[src/rtl/ssu_pkg.sv]
package ssu_pkg;
   typedef enum logic [0:0] {
      FN_ROT_ADD  = 1'b0,
      FN_GRAY_XOR = 1'b1
   } fn_kind_e;
endpackage

[src/rtl/shared_fu.sv]
module shared_fu
   import ssu_pkg::*;
#(
   parameter int       W    = 8,
   parameter fn_kind_e FN   = FN_ROT_ADD,
   parameter int       KEY  = 'h5A
) (
   input  logic [W-1:0] op,
   output logic [W-1:0] res
);
   localparam logic [W-1:0] KEY_W = W'(KEY);

   generate
      if (W < 2) begin : g_bad_width
         $error("shared_fu: W must be at least 2");
      end
      if (FN == FN_ROT_ADD) begin : g_rot_add
         always_comb res = {op[W-2:0], op[W-1]} + KEY_W;
      end else begin : g_gray_xor
         always_comb res = (op ^ (op >> 1)) ^ KEY_W;
      end
   endgenerate
endmodule

[src/rtl/result_slot.sv]
module result_slot #(
   parameter int W = 8
) (
   input  logic         clk,
   input  logic         rst_n,
   input  logic         push,
   input  logic [W-1:0] push_data,
   input  logic         pop,
   output logic         full,
   output logic [W-1:0] data
);
   always_ff @(posedge clk) begin
      if (!rst_n) begin
         full <= 1'b0;
         data <= '0;
      end else begin
         if (push) begin
            full <= 1'b1;
            data <= push_data;
         end else if (pop) begin
            full <= 1'b0;
         end
      end
   end

   // a held result is never overwritten before it has been emitted
   assert_no_overwrite_R7: assert property (@(posedge clk) disable iff (!rst_n)
      (full && !pop) |-> !push);
   // a pop only ever drains a filled slot
   assert_pop_full_R7: assert property (@(posedge clk) disable iff (!rst_n)
      pop |-> full);
endmodule

[src/rtl/fu_scheduler.sv]
module fu_scheduler #(
   parameter int N_CH  = 2,
   parameter int SEL_W = 1
) (
   input  logic             clk,
   input  logic             rst_n,
   input  logic             sel_valid,
   input  logic [SEL_W-1:0] sel_idx,
   input  logic [N_CH-1:0]  slot_full,
   input  logic             out_stop,
   output logic [SEL_W-1:0] pred,
   output logic             out_valid,
   output logic             sel_stop,
   output logic [N_CH-1:0]  slot_pop,
   output logic [N_CH-1:0]  take_ok
);
   logic fire;

   always_comb begin
      out_valid = sel_valid && slot_full[sel_idx];
      fire      = out_valid && !out_stop;
      sel_stop  = !fire;
      for (int c = 0; c < N_CH; c++) begin
         slot_pop[c] = fire && (sel_idx == SEL_W'(c));
         take_ok[c]  = (pred == SEL_W'(c)) && (!slot_full[c] || slot_pop[c]);
      end
   end

   // last-choice predictor, reset to channel 0
   always_ff @(posedge clk) begin
      if (!rst_n) pred <= '0;
      else if (sel_valid) pred <= sel_idx;
   end

   // the shared unit accepts from at most one channel per cycle
   assert_single_take_R2: assert property (@(posedge clk) disable iff (!rst_n)
      $onehot0(take_ok));
   // a select that finds no held result retargets the unit next cycle
   assert_retarget_R6: assert property (@(posedge clk) disable iff (!rst_n)
      (sel_valid && !slot_full[sel_idx]) |=> (pred == $past(sel_idx)));
endmodule

[src/rtl/spec_shared_unit.sv]
module spec_shared_unit
   import ssu_pkg::*;
#(
   parameter int       W    = 8,
   parameter int       N_CH = 2,
   parameter fn_kind_e FN   = FN_ROT_ADD,
   parameter int       KEY  = 'h5A,
   localparam int      SEL_W = (N_CH > 1) ? $clog2(N_CH) : 1
) (
   input  logic              clk,
   input  logic              rst_n,
   input  logic [N_CH-1:0]   in_valid,
   input  logic [N_CH*W-1:0] in_data,
   output logic [N_CH-1:0]   in_stop,
   input  logic              sel_valid,
   input  logic [SEL_W-1:0]  sel_idx,
   output logic              sel_stop,
   output logic              out_valid,
   output logic [W-1:0]      out_data,
   input  logic              out_stop
);
   generate
      if (N_CH < 2 || (1 << SEL_W) != N_CH) begin : g_bad_nch
         $error("spec_shared_unit: N_CH must be a power of two, at least 2");
      end
   endgenerate

   logic [SEL_W-1:0] pred;
   logic [N_CH-1:0]  slot_full, slot_pop, take_ok, slot_push;
   logic [W-1:0]     slot_data [N_CH];
   logic [W-1:0]     fu_op, fu_res;

   fu_scheduler #(.N_CH(N_CH), .SEL_W(SEL_W)) u_sched (
      .clk       (clk),
      .rst_n     (rst_n),
      .sel_valid (sel_valid),
      .sel_idx   (sel_idx),
      .slot_full (slot_full),
      .out_stop  (out_stop),
      .pred      (pred),
      .out_valid (out_valid),
      .sel_stop  (sel_stop),
      .slot_pop  (slot_pop),
      .take_ok   (take_ok)
   );

   // single copy of F, fed by the predicted channel
   always_comb fu_op = in_data[pred*W +: W];

   shared_fu #(.W(W), .FN(FN), .KEY(KEY)) u_fu (
      .op  (fu_op),
      .res (fu_res)
   );

   generate
      for (genvar c = 0; c < N_CH; c++) begin : g_slot
         always_comb begin
            in_stop[c]   = !take_ok[c];
            slot_push[c] = in_valid[c] && take_ok[c];
         end
         result_slot #(.W(W)) u_slot (
            .clk       (clk),
            .rst_n     (rst_n),
            .push      (slot_push[c]),
            .push_data (fu_res),
            .pop       (slot_pop[c]),
            .full      (slot_full[c]),
            .data      (slot_data[c])
         );
      end
   endgenerate

   always_comb out_data = slot_data[sel_idx];

   // no output token without a select token
   assert_out_needs_sel_R4: assert property (@(posedge clk) disable iff (!rst_n)
      out_valid |-> sel_valid);
   // a stalled output token stays put
   assert_hold_under_stop_R8: assert property (@(posedge clk) disable iff (!rst_n)
      (out_valid && out_stop) |=> (out_valid && $stable(out_data)));
   // the select is not consumed while the output is stalled
   assert_sel_held_R8: assert property (@(posedge clk) disable iff (!rst_n)
      out_stop |-> sel_stop);
   // at most one input is open in any cycle
   assert_one_open_input_R2: assert property (@(posedge clk) disable iff (!rst_n)
      $onehot0(~in_stop));
endmodule

[config.mk]
export PLATFORM = sky130hd
export DESIGN_NAME = spec_shared_unit
export DESIGN_NICKNAME = d
export VERILOG_FILES = /design/src/rtl/ssu_pkg.sv /design/src/rtl/shared_fu.sv /design/src/rtl/result_slot.sv /design/src/rtl/fu_scheduler.sv /design/src/rtl/spec_shared_unit.sv
export SDC_FILE = /design/constraint.sdc
export NUM_CORES = 1
export LEC_CHECK = 0
export BUFFER_PORTS_ARGS = -buffer_cell sky130_fd_sc_hd__buf_2
export CAP_MARGIN = 10
export CORE_ASPECT_RATIO = 1.75
export CORE_MARGIN = 2
export CORE_UTILIZATION = 50
export CTS_BUF_LIST = sky130_fd_sc_hd__clkbuf_16
export CTS_CLUSTER_SIZE = 12
export DETAILED_ROUTE_END_ITERATION = 10
export PLACE_DENSITY = 0.82
export SLEW_MARGIN = 5
export SYNTH_ARGS = -nofsm -noshare
export SYNTH_HDL_FRONTEND = slang
export SYNTH_HIERARCHICAL = 1
export SYNTH_SLANG_ARGS = --single-unit
[constraint.sdc]
create_clock -name clk -period 3.1 [get_ports clk]
set_input_delay 0.155 -clock clk [delete_from_list [all_inputs] [get_ports clk]]
set_output_delay 0.155 -clock clk [all_outputs]
set_load 0.1 [all_outputs]
Word level (Yosys, flattened, before mapping)
Cells that the tools add are included.

Input bits: 23. Bits in registers: 19. Output and inout bits: 12. Logic and storage cells: 39.

Shift operators: 1. Reduce and logical (&&, ||, !) cells: 18. Add/sub/neg operators: 1. $lt $le $gt $ge: 2. Bitwise logic cells: 3. Multiplexer cells: 9.

Operators with widths (count): 2-to-1 mux 8 bit (3); variable part select 16 x 5 -> 8 bit (1); adder 8 x 7 -> 8 bit (second input constant) (1); logical AND 1 bit (8); zero test 1 bit (6); 2-to-1 mux 1 bit (6); nonzero test 2 bit (2); greater-or-equal comparator 2 bit (second input constant) (1); logical OR 1 bit (2); < comparator 1 x 2 -> 1 bit (second input constant) (1); inverter 1 bit (2); inverter 1 -> 2 bit (1).

Logic depth before layout (Yosys ltp)
Gate-level depths: netlist of the first run.

Word-level depth: 9. Gate-level depth with buffers: 8. Mapped depth without buffers: 7.

Cells and area by module
Netlist of the first run, hierarchy kept.

By module, submodules not included: result_slot (area each 335.3 um2, instances 2, seq. area each 180.2 um2, cells an instance 28); spec_shared_unit (area each 282.8 um2, instances 1, seq. area each 0.0 um2, cells an instance 22); fu_scheduler (area each 108.9 um2, instances 1, seq. area each 20.0 um2, cells an instance 14); shared_fu (area each 105.1 um2, instances 1, seq. area each 0.0 um2, cells an instance 13).

Worst setup path before layout of the first run
No wires, ideal clock.

Path kind: flip-flop to flip-flop. Start point: register u_sched.pred. End point: register g_slot[0].u_slot.data[7]. Setup time: 65 ps. Required time: 3035 ps. Stages on the path, launching flop included: 9. Clock period less this slack: 1987 ps. Path slack: 1113 ps. Arrival: 1922 ps. Path buffers: 1. Cells stage by stage: dfxtp_1 -> buf_6 -> mux2_4 -> ha_1 -> or3_4 -> a21oi_2 -> xnor2_1 -> mux2i_1 -> nor2b_1.

RTL lines: from (decl) (line fu_scheduler.sv:11) `output logic [SEL_W-1:0] pred,`; from (signal assigned) (line fu_scheduler.sv:32) `else if (sel_valid) pred <= sel_idx;`; variable part select 16 x 5 -> 8 bit (line spec_shared_unit.sv:48) `always_comb fu_op = in_data[pred*W +: W];`; via fu_op[0] (line spec_shared_unit.sv:31) `logic [W-1:0] fu_op, fu_res;`; adder 8 x 7 -> 8 bit (line shared_fu.sv:18) `always_comb res = {op[W-2:0], op[W-1]} + KEY_W;`; via fu_res[7] (line spec_shared_unit.sv:31); to (signal assigned) (line result_slot.sv:19) `data <= push_data;`; to (decl) (line result_slot.sv:10) `output logic [W-1:0] data`.

The timed path passes the listed nets, and every way through them passes these cells. A chain may end at the register's enable or synchronous reset.

Worst setup path after layout of the first run
Ends and elaborated chain as after synthesis.

==> results.txt, run 1 <==
FF-to-FF setup slack = 0.80 ns
HP Class = in2reg
MaxCap Viol Count = 0
First-pass GRT wire length = 3340 um
Fmax = 435 MHz
Ys flop type = dfxtp_1
Count leader, synth = nor2b_1
Area grow syn2layout = 19.6%
Largest net degree at the start of global routing = 20
Status = finished, final reports clean
P per Cell Area = 535 mW/mm2
Top post-synthesis cells by count = 20 x nor2b_1, 19 x dfxtp_1, 18 x mux2i_1, 16 x mux2_4, 5 x inv_1
Initial antenna violation count = 0
Worst-Skew Late Latency = 0.25 ns
Clk sinks = 19
Launch point of the worst hold path = sel_valid
Min Tclk post-route = 2.30 ns
Worst Path Buf+Inv = 0
Worst EP required = 3.28 ns
Crit end category = register
Lkg Pwr = 0.632 nW
Io pins = 35
Via-to-Cell Ratio = 5.08
Clock Path Buffers = 2
Largest cells by area after synthesis = dfxtp_1 33%, mux2_4 21%, mux2i_1 15%, nor2b_1 11%, buf_6 3.9%
Post-route cell area = 0.00140 mm2
Gpl congestion = 0.706
Post-synth top area share = 32.6%
Port buffer count = 34
Hold buffers post-CTS = 0
Die H = 67.9 um
Setup Viol. Count Final = 0
CP cell instances = mux2_4 -> ha_1 -> or3_4 -> a21oi_2 -> xnor2_1 -> mux2i_1 -> nor2b_1
RSZ-0062 raised after global routing = no
CP peak stage delay = 0.69 ns
Final Hold Viols = 0
CORE AREA = 0.00224 mm2
Met1 Use GR = 19.6%
Yosys Warn Count = 6
Share of layout cells above drive strength 1 = 41.3%
Syn_area_per_cell = 11.1 um2
Final period utilization = 74.2%
CP arrival = 2.48 ns
CTS tree = yes
Num CTS Buffers = 3
Pins Over Slew Limit = 0
Residual DRC = 0
Synth area leader = dfxtp_1
Vias in the first global route = 786
Clock Skew = 0.00195 ns
Root Buffer = clkbuf_16
Crit-path max FO = 11
Hold Path Depth = 3
Worst-path clk slew = 0.05 ns
R2R Path Start = u_sched/pred$_SDFFE_PN0P_
Pre-Repair DR Iteration Count = 4
M3 GR Usage = 1.95%
Final Net Count = 163
Synthesized cell area = 0.00117 mm2
EDFF count, synth = 0
DP Area = 0.00132 mm2
Slew margin rel. = 60.8%
Worst Hold End = u_sched/pred$_SDFFE_PN0P_
Synth cell types = 21
Grt ovf = 0
Post_cts resized = 0
Worst Hold Slack = 0.256 ns
Via count = 828
Starting Density = 52.0%
Final core utilization = 62.2%
Worst Tran Pin Value = 0.587 ns
Asr flop ratio synth = 0%
Critical path's top delay family = flip-flops
DRT iter0 DRCs = 18
Fin Setup TNS = 0 ns
Die area = 0.00275 mm2
VDD IR max = 0.390 mV
WS Path Type = reg2reg
WL per Instance = 12.6 um
Met2 Usage GRT = 30.8%
RR Endpoint = g_slot[0].u_slot/data[7]$_SDFFE_PN0P_
Antenna viol nets, final = 0
Htree depth = 1
Crit-path slowest cell = dfxtp_1
Die Wd = 40.5 um
Seq/Total Area, Yosys = 32.6%
Synthesized flop and latch total = 19
Std cell rows = 23
Net Count, Synth = 129
Aggregate global-route resource usage = 17.8%
DRT Wirelength = 2060 um
Antenna diodes = 0
Critical Path Start Type = register
R2R cell count = 7
Post-CTS repair timing setup buffer count = 0
Cells after synthesis = 105
Busiest grt layer = met2
==> logic make-up after synthesis <==
logic type               after synthesis  synth area share [%]
flip-flops                            19                  32.6
multiplexers                          34                  36.0
XOR/XNOR                               5                  3.75
buffers and inverters                 10                  6.11
AND/OR/NAND/NOR                       29                  15.9
adder cells (fa/ha/maj)                1                  1.07
AO/OA/AOI/OAI                          7                  4.61
==> worst reg2reg max path: stages (launching register included) <==
cell and delay (ns):
dfxtp_1 0.69, mux2_4 0.37, ha_1 0.23, or3_4 0.41, a21oi_2 0.15, xnor2_1 0.15
mux2i_1 0.10, nor2b_1 0.13
==> cells in the final DEF, fill, tap and decap left out, types with 3 or more instances in the layout <==
| cell type | Yosys | layout |
|---|---|---|
| clkbuf_16 | 0 | 3 |
| buf_2 | 0 | 34 |
| inv_1 | 5 | 5 |
| mux2i_1 | 18 | 18 |
| xor2_1 | 3 | 3 |
| mux2_4 | 16 | 16 |
| nor2b_1 | 20 | 20 |
| dfxtp_1 | 19 | 19 |
==> worst max-delay path by stage <==
| stage | from | end | slack, ns | depth (start not counted) |
|---|---|---|---|---|
| 6_report | u_sched/pred$_SDFFE_PN0P_ | g_slot[0].u_slot/data[7]$_SDFFE_PN0P_ | 0.80 | 7 |
| 5_1_grt | u_sched/pred$_SDFFE_PN0P_ | g_slot[0].u_slot/data[7]$_SDFFE_PN0P_ | 0.62 | 7 |
| 4_1_cts | u_sched/pred$_SDFFE_PN0P_ | g_slot[1].u_slot/data[7]$_SDFFE_PN0P_ | 0.78 | 7 |
| 3_5_place_dp | u_sched/pred$_SDFFE_PN0P_ | g_slot[1].u_slot/data[7]$_SDFFE_PN0P_ | 0.81 | 7 |
| 3_3_place_gp | u_sched/pred$_SDFFE_PN0P_ | g_slot[0].u_slot/data[7]$_SDFFE_PN0P_ | 0.88 | 7 |
| 2_1_floorplan | u_sched/pred$_SDFFE_PN0P_ | g_slot[0].u_slot/data[7]$_SDFFE_PN0P_ | 1.11 | 8 |
==> area by class of cell <==
cell class              instances  area, um2
flip-flops and latches         19        380
clock inverters                 1       5.00
repair buffers                 34        170
inverters                       5       18.8
fillers                       186        848
clock buffers                   3       75.1
multi-input cells              76        716
well taps                      25       31.3
==> where the power goes <==
part / internal (W) / total, W / switching [W]
Sequential: 0.000261 / 0.000273 / 0.0000122
Clock: 0.000173 / 0.000261 / 0.0000884
Combinational: 0.0000777 / 0.000213 / 0.000135
==> state kept, by name (all words and copies together), names as in the netlist <==
signal,count
g_slot.u_slot/data,16
g_slot.u_slot/full,2
u_sched/pred,1
==> stage by stage <==
| step | power, W | instances | worst slack, ns |
|---|---|---|---|
| 2_1_floorplan | 0.000459 | 105 | 1.11 |
| 3_3_place_gp | 0.000488 | 159 | 0.880 |
| 3_5_place_dp | 0.000493 | 159 | 0.806 |
| 4_1_cts | 0.000754 | 163 | 0.783 |
| 5_1_grt | 0.000775 | 163 | 0.624 |
| 6_report | 0.000747 | 163 | 0.799 |
==> layer usage <==
metal	wire length [um]	vias up
met2	1080	31
met3	107	6
met1	831	372
li1	-	419
met5	0	-
met4	41	0
Note: power is estimated with default switching activity, not from simulation.
==> run 2, diff against run 1 <==
--- a/config.mk
+++ b/config.mk
@@ -5,11 +5,11 @@
 export SDC_FILE = /design/constraint.sdc
 export NUM_CORES = 1
 export LEC_CHECK = 0
+export ABC_AREA = 1
 export BUFFER_PORTS_ARGS = -buffer_cell sky130_fd_sc_hd__buf_2
 export CAP_MARGIN = 10
-export CORE_ASPECT_RATIO = 1.75
 export CORE_MARGIN = 2
-export CORE_UTILIZATION = 50
+export CORE_UTILIZATION = 49
 export CTS_BUF_LIST = sky130_fd_sc_hd__clkbuf_16
 export CTS_CLUSTER_SIZE = 12
 export DETAILED_ROUTE_END_ITERATION = 10
==> constraint.sdc (replaced) <==
create_clock -name clk -period 2.3 [get_ports clk]
set_input_delay 0.115 -clock clk [delete_from_list [all_inputs] [get_ports clk]]
set_output_delay 0.115 -clock clk [all_outputs]
set_load 0.1 [all_outputs]
==> run 2 against run 1 <==
  * Clock-buffer cell count did not move
  * Register-to-register slack got worse by 0.19 ns
  * Total power rose by 38%
  * Non-clock buffer count did not move
==> results.txt, run 2 <==
Status = finished, final reports clean
Post-CTS repair timing setup buffer count = 0 (unchanged)
Most common cell after layout, fill and taps aside = nand2_1
Fin Setup TNS = 0 ns (unchanged)
Worst Tran Pin Value = 0.488 ns (-0.0996 ns)
Seq/Total Area, Yosys = 35.5% (+2.9 points)
Die Wd = 50.8 um (+25%)
Top post-synthesis cells by count = 62 x nand2_1, 37 x nor2_1, 20 x inv_1, 19 x dfxtp_1, 18 x o21ai_0
Critical Path Start Type = register
Max FFs per register = 16 (unchanged)
Num CTS Buffers = 3 (unchanged)
Hold buffers post-CTS = 0 (unchanged)
DRT iter0 DRCs = 18 (unchanged)
Crit-path max FO = 11 (unchanged)
Synth area leader = dfxtp_1
Top Registers = g_slot.u_slot/data (16), g_slot.u_slot/full (2), u_sched/pred (1)
Std cell rows = 16 (-30%)
HP Class = in2reg
EDFF count, synth = 0 (unchanged)
Clock Path Buffers = 2 (unchanged)
Vias in the first global route = 1,128 (+44%)
WL per Instance = 10.7 um (-16%)
Cells after synthesis = 178 (+70%)
Clock Skew = 0.000991 ns (-0.000962 ns)
Min Tclk post-route = 1.69 ns (-0.615 ns)
Worst EP required = 2.44 ns (-0.84 ns)
Starting Density = 53.5% (+1.5 points)
Residual DRC = 0 (unchanged)
Yosys Warn Count = 6 (unchanged)
Post_cts resized = 0 (unchanged)
Clk sinks = 19 (unchanged)
Worst-Skew Late Latency = 0.25 ns (about the same)
Synthesized flop and latch total = 19 (unchanged)
DRT Wirelength = 2560 um (+24%)
Antenna viol nets, final = 0 (unchanged)
Final period utilization = 73.3% (-0.90 points)
Pre-Repair DR Iteration Count = 4 (unchanged)
Ys flop type = dfxtp_1
Gpl congestion = 0.840 (+19%)
Final Hold Viols = 0 (unchanged)
Via count = 1,165 (+41%)
Final Net Count = 238 (+46%)
Pins Over Slew Limit = 0 (unchanged)
Area grow syn2layout = 23.7%
RSZ-0062 raised after global routing = no
Final core utilization = 66.2% (+4.0 points)
Hpwl dp = 1860 um
Most frequent cells in the layout = 62 x nand2_1, 37 x nor2_1, 34 x buf_2, 20 x inv_1, 19 x dfxtp_1
Io pins = 35 (unchanged)
Largest cells by area after synthesis = dfxtp_1 36%, nand2_1 22%, nor2_1 13%, o21ai_0 8.4%, inv_1 7.0%
Antenna diodes = 0 (unchanged)
Aggregate global-route resource usage = 22.2% (+4.5 points)
Synth cell types = 19 (-9.5%)
Die area = 0.00258 mm2 (-6.4%)
Die H = 50.8 um (-25%)
CP arrival = 1.82 ns (-0.66 ns)
Lkg Pwr = 0.755 nW (+19%)
Slew margin rel. = 67.7% (+6.9 points)
Root Buffer = clkbuf_16
Share of layout cells above drive strength 1 = 22.5% (-19 points)
VDD IR max = 0.573 mV (+47%)
Htree depth = 1 (unchanged)
Most flops, register = g_slot.u_slot/data
Net Count, Synth = 202 (+57%)
Count leader, synth = nand2_1
Crit end category = register
Setup Viol. Count Final = 0 (unchanged)
P per Cell Area = 779 mW/mm2 (+46%)
Grt ovf = 0 (unchanged)
Asr flop ratio synth = 0% (unchanged)
CTS tree = yes
Largest net degree at the start of global routing = 20 (unchanged)
Worst-path clk slew = 0.05 ns (about the same)
Initial antenna violation count = 0 (unchanged)
Fmax = 593 MHz (+36%)
Syn_area_per_cell = 6.02 um2 (-46%)
MaxCap Viol Count = 0 (unchanged)
Via-to-Cell Ratio = 4.85 (-4.4%)
Synthesized cell area = 0.00107 mm2 (-8.3%)
CORE AREA = 0.00200 mm2 (-11%)
Post-synth top area share = 35.5% (+2.9 points)
WS Path Type = reg2reg
First-pass GRT wire length = 4400 um (+32%)
Port buffer count = 34 (unchanged)
[run 2: cell types whose count changed in the layout (fill, tap and decap cells not counted), sizes merged, moves of 2 or more]
| cell | previous run | this run |
|---|---|---|
| a31oi | 0 | 2 |
| nor2 | 2 | 38 |
| mux2 | 16 | 0 |
| inv | 5 | 24 |
| and2 | 2 | 0 |
| o21ai | 0 | 19 |
| nand2 | 1 | 64 |
| xor2 | 3 | 1 |
| nand3 | 0 | 3 |
| nor2b | 20 | 0 |
| or3b | 2 | 0 |
| o21a | 2 | 0 |
| mux2i | 18 | 0 |
[run 2: cell type report]
class | instances | area, um2
Clock buffer | 3 | 75.1
Clock inverter | 1 | 5.00
Fill cell | 199 | 677
Inverter | 24 | 90.1
Multi-Input combinational cell | 132 | 571
Sequential cell | 19 | 380
Tap cell | 27 | 33.8
Timing Repair Buffer | 34 | 170
[run 2: power breakdown]
group          switching (W)  internal [W]
registers          0.0000156      0.000356
logic               0.000235     0.0000700
clock network       0.000122      0.000233
total               0.000373      0.000659
[run 2: worst max-delay path: stages (launching register included)]
cell and delay, ns:
dfxtp_1 0.53, inv_2 0.14, nand2_1 0.08, nand2_1 0.08, ha_1 0.23, inv_1 0.07, nand2_2 0.07, nand2_2 0.06
nand2_1 0.05, nand2_1 0.05, nand2_1 0.06, nor2_1 0.11, nor2_1 0.06
[run 2: logic make-up after synthesis]
logic type | synth area share (%)
xor+xnor | 1.64
flops | 35.5
fa+ha+maj | 1.17
compound gates | 12.1
buf+inv | 11.2
simple gates | 38.3
[run 2: through the flow]
step / worst slack, ns / area [um2] / total power [W] / hold slack (ns) / instances
CTS: 0.634 / 1330 / 0.00104 / 0.183 / 240
finish: 0.613 / 1330 / 0.00103 / 0.187 / 240
detailed placement: 0.646 / 1240 / 0.000683 / 0.442 / 236
floorplan: 0.364 / 1070 / 0.000623 / 0.237 / 178
global placement: 0.730 / 1240 / 0.000675 / 0.436 / 236
global route: 0.446 / 1330 / 0.00108 / 0.212 / 240
[run 2: worst paths after layout]
check / slack, ns / start / endpoint / cells past startpoint
setup / recovery: 0.61 / u_sched/pred$_SDFFE_PN0P_ / g_slot[1].u_slot/data[7]$_SDFFE_PN0P_ / 12
hold / removal: 0.19 / sel_valid / u_sched/pred$_SDFFE_PN0P_ / 3
setup reg to reg: 0.61 / u_sched/pred$_SDFFE_PN0P_ / g_slot[1].u_slot/data[7]$_SDFFE_PN0P_ / 12
hold reg to reg: 0.48 / g_slot[0].u_slot/full$_SDFFE_PN0P_ / g_slot[0].u_slot/full$_SDFFE_PN0P_ / 2
[run 2: layer usage]
metal | vias to the layer above | wire length, um | track usage (%)
met5 | - | 0 | 0
met4 | 0 | 17 | 4.95
met3 | 2 | 84 | 3.87
met2 | 23 | 1340 | 44.7
met1 | 530 | 1120 | 23.4
li1 | 610 | - | -
==> run 3, diff against run 2 <==
--- a/config.mk
+++ b/config.mk
@@ -8,12 +8,13 @@
 export ABC_AREA = 1
 export BUFFER_PORTS_ARGS = -buffer_cell sky130_fd_sc_hd__buf_2
 export CAP_MARGIN = 10
+export CORE_ASPECT_RATIO = 1.75
 export CORE_MARGIN = 2
-export CORE_UTILIZATION = 49
+export CORE_UTILIZATION = 44
 export CTS_BUF_LIST = sky130_fd_sc_hd__clkbuf_16
 export CTS_CLUSTER_SIZE = 12
 export DETAILED_ROUTE_END_ITERATION = 10
-export PLACE_DENSITY = 0.82
+export PLACE_DENSITY = 0.78
 export SLEW_MARGIN = 5
 export SYNTH_ARGS = -nofsm -noshare
 export SYNTH_HDL_FRONTEND = slang
==> constraint.sdc (replaced) <==
create_clock -name clk -period 1.4 [get_ports clk]
set_input_delay 0.07 -clock clk [delete_from_list [all_inputs] [get_ports clk]]
set_output_delay 0.07 -clock clk [all_outputs]
set_load 0.1 [all_outputs]
==> run 3 against run 2 <==
  * Combinational power grew 87%
  * Sequential share of layout area shrank 2.4 points
  * Utilization shrank 2.7 points
  * Critical endpoint is now out_valid
  * Largest cell class unchanged
  * Largest power group unchanged
  * Highest routed layer unchanged
==> results.txt, run 3 (synthesis results as in run 2) <==
Via count = 1,159 (-0.52%)
Switching Fraction = 35.5% (-0.64 points)
Root Buffer = clkbuf_16
Final period utilization = 93.4%
Min Tclk post-route = 1.31 ns
Largest net degree at the start of global routing = 20 (unchanged)
First-pass GRT wire length = 4230 um (-3.8%)
Crit-path slowest cell = dfxtp_1
Antenna diodes = 0 (unchanged)
Via-to-Cell Ratio = 4.69 (-3.3%)
Initial antenna violation count = 0 (unchanged)
Launch point of the worst hold path = sel_valid
WS Path Type = reg2out
Hpwl dp = 1980 um (+6.6%)
Most frequent cells in the layout = 61 x nand2_1, 35 x nor2_1, 30 x buf_2, 20 x inv_1, 18 x dfxtp_1
Setup Viol. Count Final = 0 (unchanged)
Die Wd = 41.3 um (-19%)
Gpl congestion = 0.853 (+1.5%)
CP peak stage delay = 0.34 ns (-0.19 ns)
Worst EP required = 1.33 ns (-1.11 ns)
Worst Hold End = u_sched/pred$_SDFFE_PN0P_
Internal Dissipation = 0.00113 W (+72%)
Slew margin rel. = 68.0% (+0.32 points)
FF-to-FF setup slack = 0.09 ns (-0.52 ns)
Std cell rows = 23 (+7)
Grt ovf = 0 (unchanged)
Final core utilization = 63.5% (-2.7 points)
Most flops, register = g_slot.u_slot/data
Port buffer count = 34 (unchanged)
R2R Path Start = g_slot[0].u_slot/full$_SDFFE_PN0P_
Critical Path Start Type = register
Status = finished, final reports clean
Crit-path max FO = 2 (-9)
Aggregate global-route resource usage = 20.8% (-1.4 points)
Clock Skew = 0.00159 ns (+0.000600 ns)
RSZ-0062 raised after global routing = yes
RR Endpoint = g_slot[0].u_slot/data[4]$_SDFFE_PN0P_
Post-route cell area = 0.00146 mm2 (+10%)
Starting Density = 46.5% (-7.0 points)
Worst-Skew Late Latency = 0.25 ns (about the same)
Top Registers = g_slot.u_slot/data (16), g_slot.u_slot/full (2), u_sched/pred (1)
Sequential power share = 34.7% (-1.3 points)
Hold Path Depth = 3 (unchanged)
DRT iter0 DRCs = 25 (+7)
CP arrival = 1.24 ns (-0.58 ns)
Area grow syn2layout = 36.4%
Fmax = 765 MHz
Io pins = 35 (unchanged)
Die area = 0.00286 mm2 (+11%)
CTS tree = yes
Pre-Repair DR Iteration Count = 4 (unchanged)
NetSw = 0.000624 W (+67%)
Clk pwr share = 33.0% (-1.4 points)
Worst Tran Pin Value = 0.483 ns (-0.00483 ns)
Vias in the first global route = 1,029 (-8.8%)
R2R cell count = 8 (-4)
Filler Cell Count = 233 (+17%)
Hold buffers post-CTS = 0 (unchanged)
MaxCap Viol Count = 0 (unchanged)
Max FFs per register = 16 (unchanged)
DRT Wirelength = 2540 um (-0.59%)
Share of layout cells above drive strength 1 = 27.9% (+5.4 points)
WL per Instance = 10.3 um (-3.4%)
CP cell instances = inv_1 -> o21ai_1 -> inv_1 -> nor2_2 -> buf_12
DP Area = 0.00135 mm2 (+8.6%)
Logic gate share of total power = 32.4% (+2.9 points)
Cell mode on critical path = inv_1
HP Class = in2reg
Final Hold Viols = 0 (unchanged)
Worst-path clk slew = 0.05 ns (about the same)
Antenna viol nets, final = 0 (unchanged)
Num CTS Buffers = 3 (unchanged)
VDD IR max = 0.606 mV (+5.7%)
Htree depth = 1 (unchanged)
Die H = 69.3 um (+36%)
Residual DRC = 0 (unchanged)
CORE AREA = 0.00230 mm2 (+15%)
P per Cell Area = 1200 mW/mm2 (+54%)
Clk sinks = 19 (unchanged)
Pins Over Slew Limit = 0 (unchanged)
Most common cell after layout, fill and taps aside = nand2_1
Final Net Count = 247 (+3.8%)
Lkg Pwr = 0.818 nW (+8.3%)
Clock Path Buffers = 2 (unchanged)
Crit end category = primary output
==> run 3: cell count changes in the layout (fill, tap and decap cells not counted), sizes merged <==
cell	previous run	this run
clkinv	1	0
inv	24	25
buf	34	43
==> run 3: power groups by stage <==
stage / clock network (W) / registers (W) / logic [W]
2_1_floorplan: 0 / 0.000612 / 0.000413
3_5_place_dp: 0 / 0.000619 / 0.000556
6_report: 0.000579 / 0.000609 / 0.000569
3_3_place_gp: 0 / 0.000617 / 0.000551
4_1_cts: 0.000586 / 0.000608 / 0.000559
5_1_grt: 0.000608 / 0.000613 / 0.000616
==> run 3: area by class of cell <==
class                      count  area, um2  share of cell area [%]
clock buffer                   3       75.1                    5.14
tap                           25       31.3                    2.14
inverter                      24       92.6                    6.34
sequential                    19        384                    26.3
timing repair buffer          43        289                    19.8
clock inverter                 1       3.75                   0.257
multi-input combinational    132        586                    40.1
==> run 3: stage by stage <==
stage,TNS (ns),setup WS (ns),std cells,hold WS [ns],power [W]
finish,0,0.0921,247,0.154,0.00176
global route,-0.00654,-0.00654,247,0.180,0.00184
CTS,0,0.0306,246,0.154,0.00175
detailed placement,-0.0339,-0.0224,242,0.425,0.00118
global placement,0,0.0430,242,0.427,0.00117
floorplan,-0.236,-0.102,178,0.192,0.00102
==> run 3: worst max path at each step <==
stage	startpoint	end	slack (ns)	cells after the start
4_1_cts	u_sched/pred$_SDFFE_PN0P_	g_slot[1].u_slot/data[7]$_SDFFE_PN0P_	0.03	12
5_1_grt	u_sched/pred$_SDFFE_PN0P_	g_slot[0].u_slot/data[7]$_SDFFE_PN0P_	-0.007	12
6_report	g_slot[0].u_slot/full$_SDFFE_PN0P_	out_valid	0.09	5
3_5_place_dp	u_sched/pred$_SDFFE_PN0P_	g_slot[1].u_slot/data[7]$_SDFFE_PN0P_	-0.02	12
3_3_place_gp	u_sched/pred$_SDFFE_PN0P_	g_slot[1].u_slot/data[7]$_SDFFE_PN0P_	0.04	12
2_1_floorplan	g_slot[0].u_slot/full$_SDFFE_PN0P_	g_slot[0].u_slot/full$_SDFFE_PN0P_	-0.10	7
==> run 3: what timing repair did <==
| item | in CTS | in global routing |
|---|---|---|
| buffers inserted | 0 | 1 |
| pin swaps | 0 | 7 |
| setup endpoints to repair | 3 | 9 |
| resized for setup | 1 | 10 |
| cloned | 0 | 0 |
==> run 3: worst max-delay path, delay by kind of cell (launching register included) <==
family,cells,cell delay (ns)
and+or+nand+nor,1,0.13
AOI/OAI and AO/OA,1,0.18
buffers and inverters,3,0.33
DFF,1,0.34
==> run 3: per-layer routing <==
metal  share of wire, %  GRT usage [%]
met1                 41           23.1
met4                2.8           11.8
met5                  0              0
met3                2.8           2.24
met2                 53           34.7
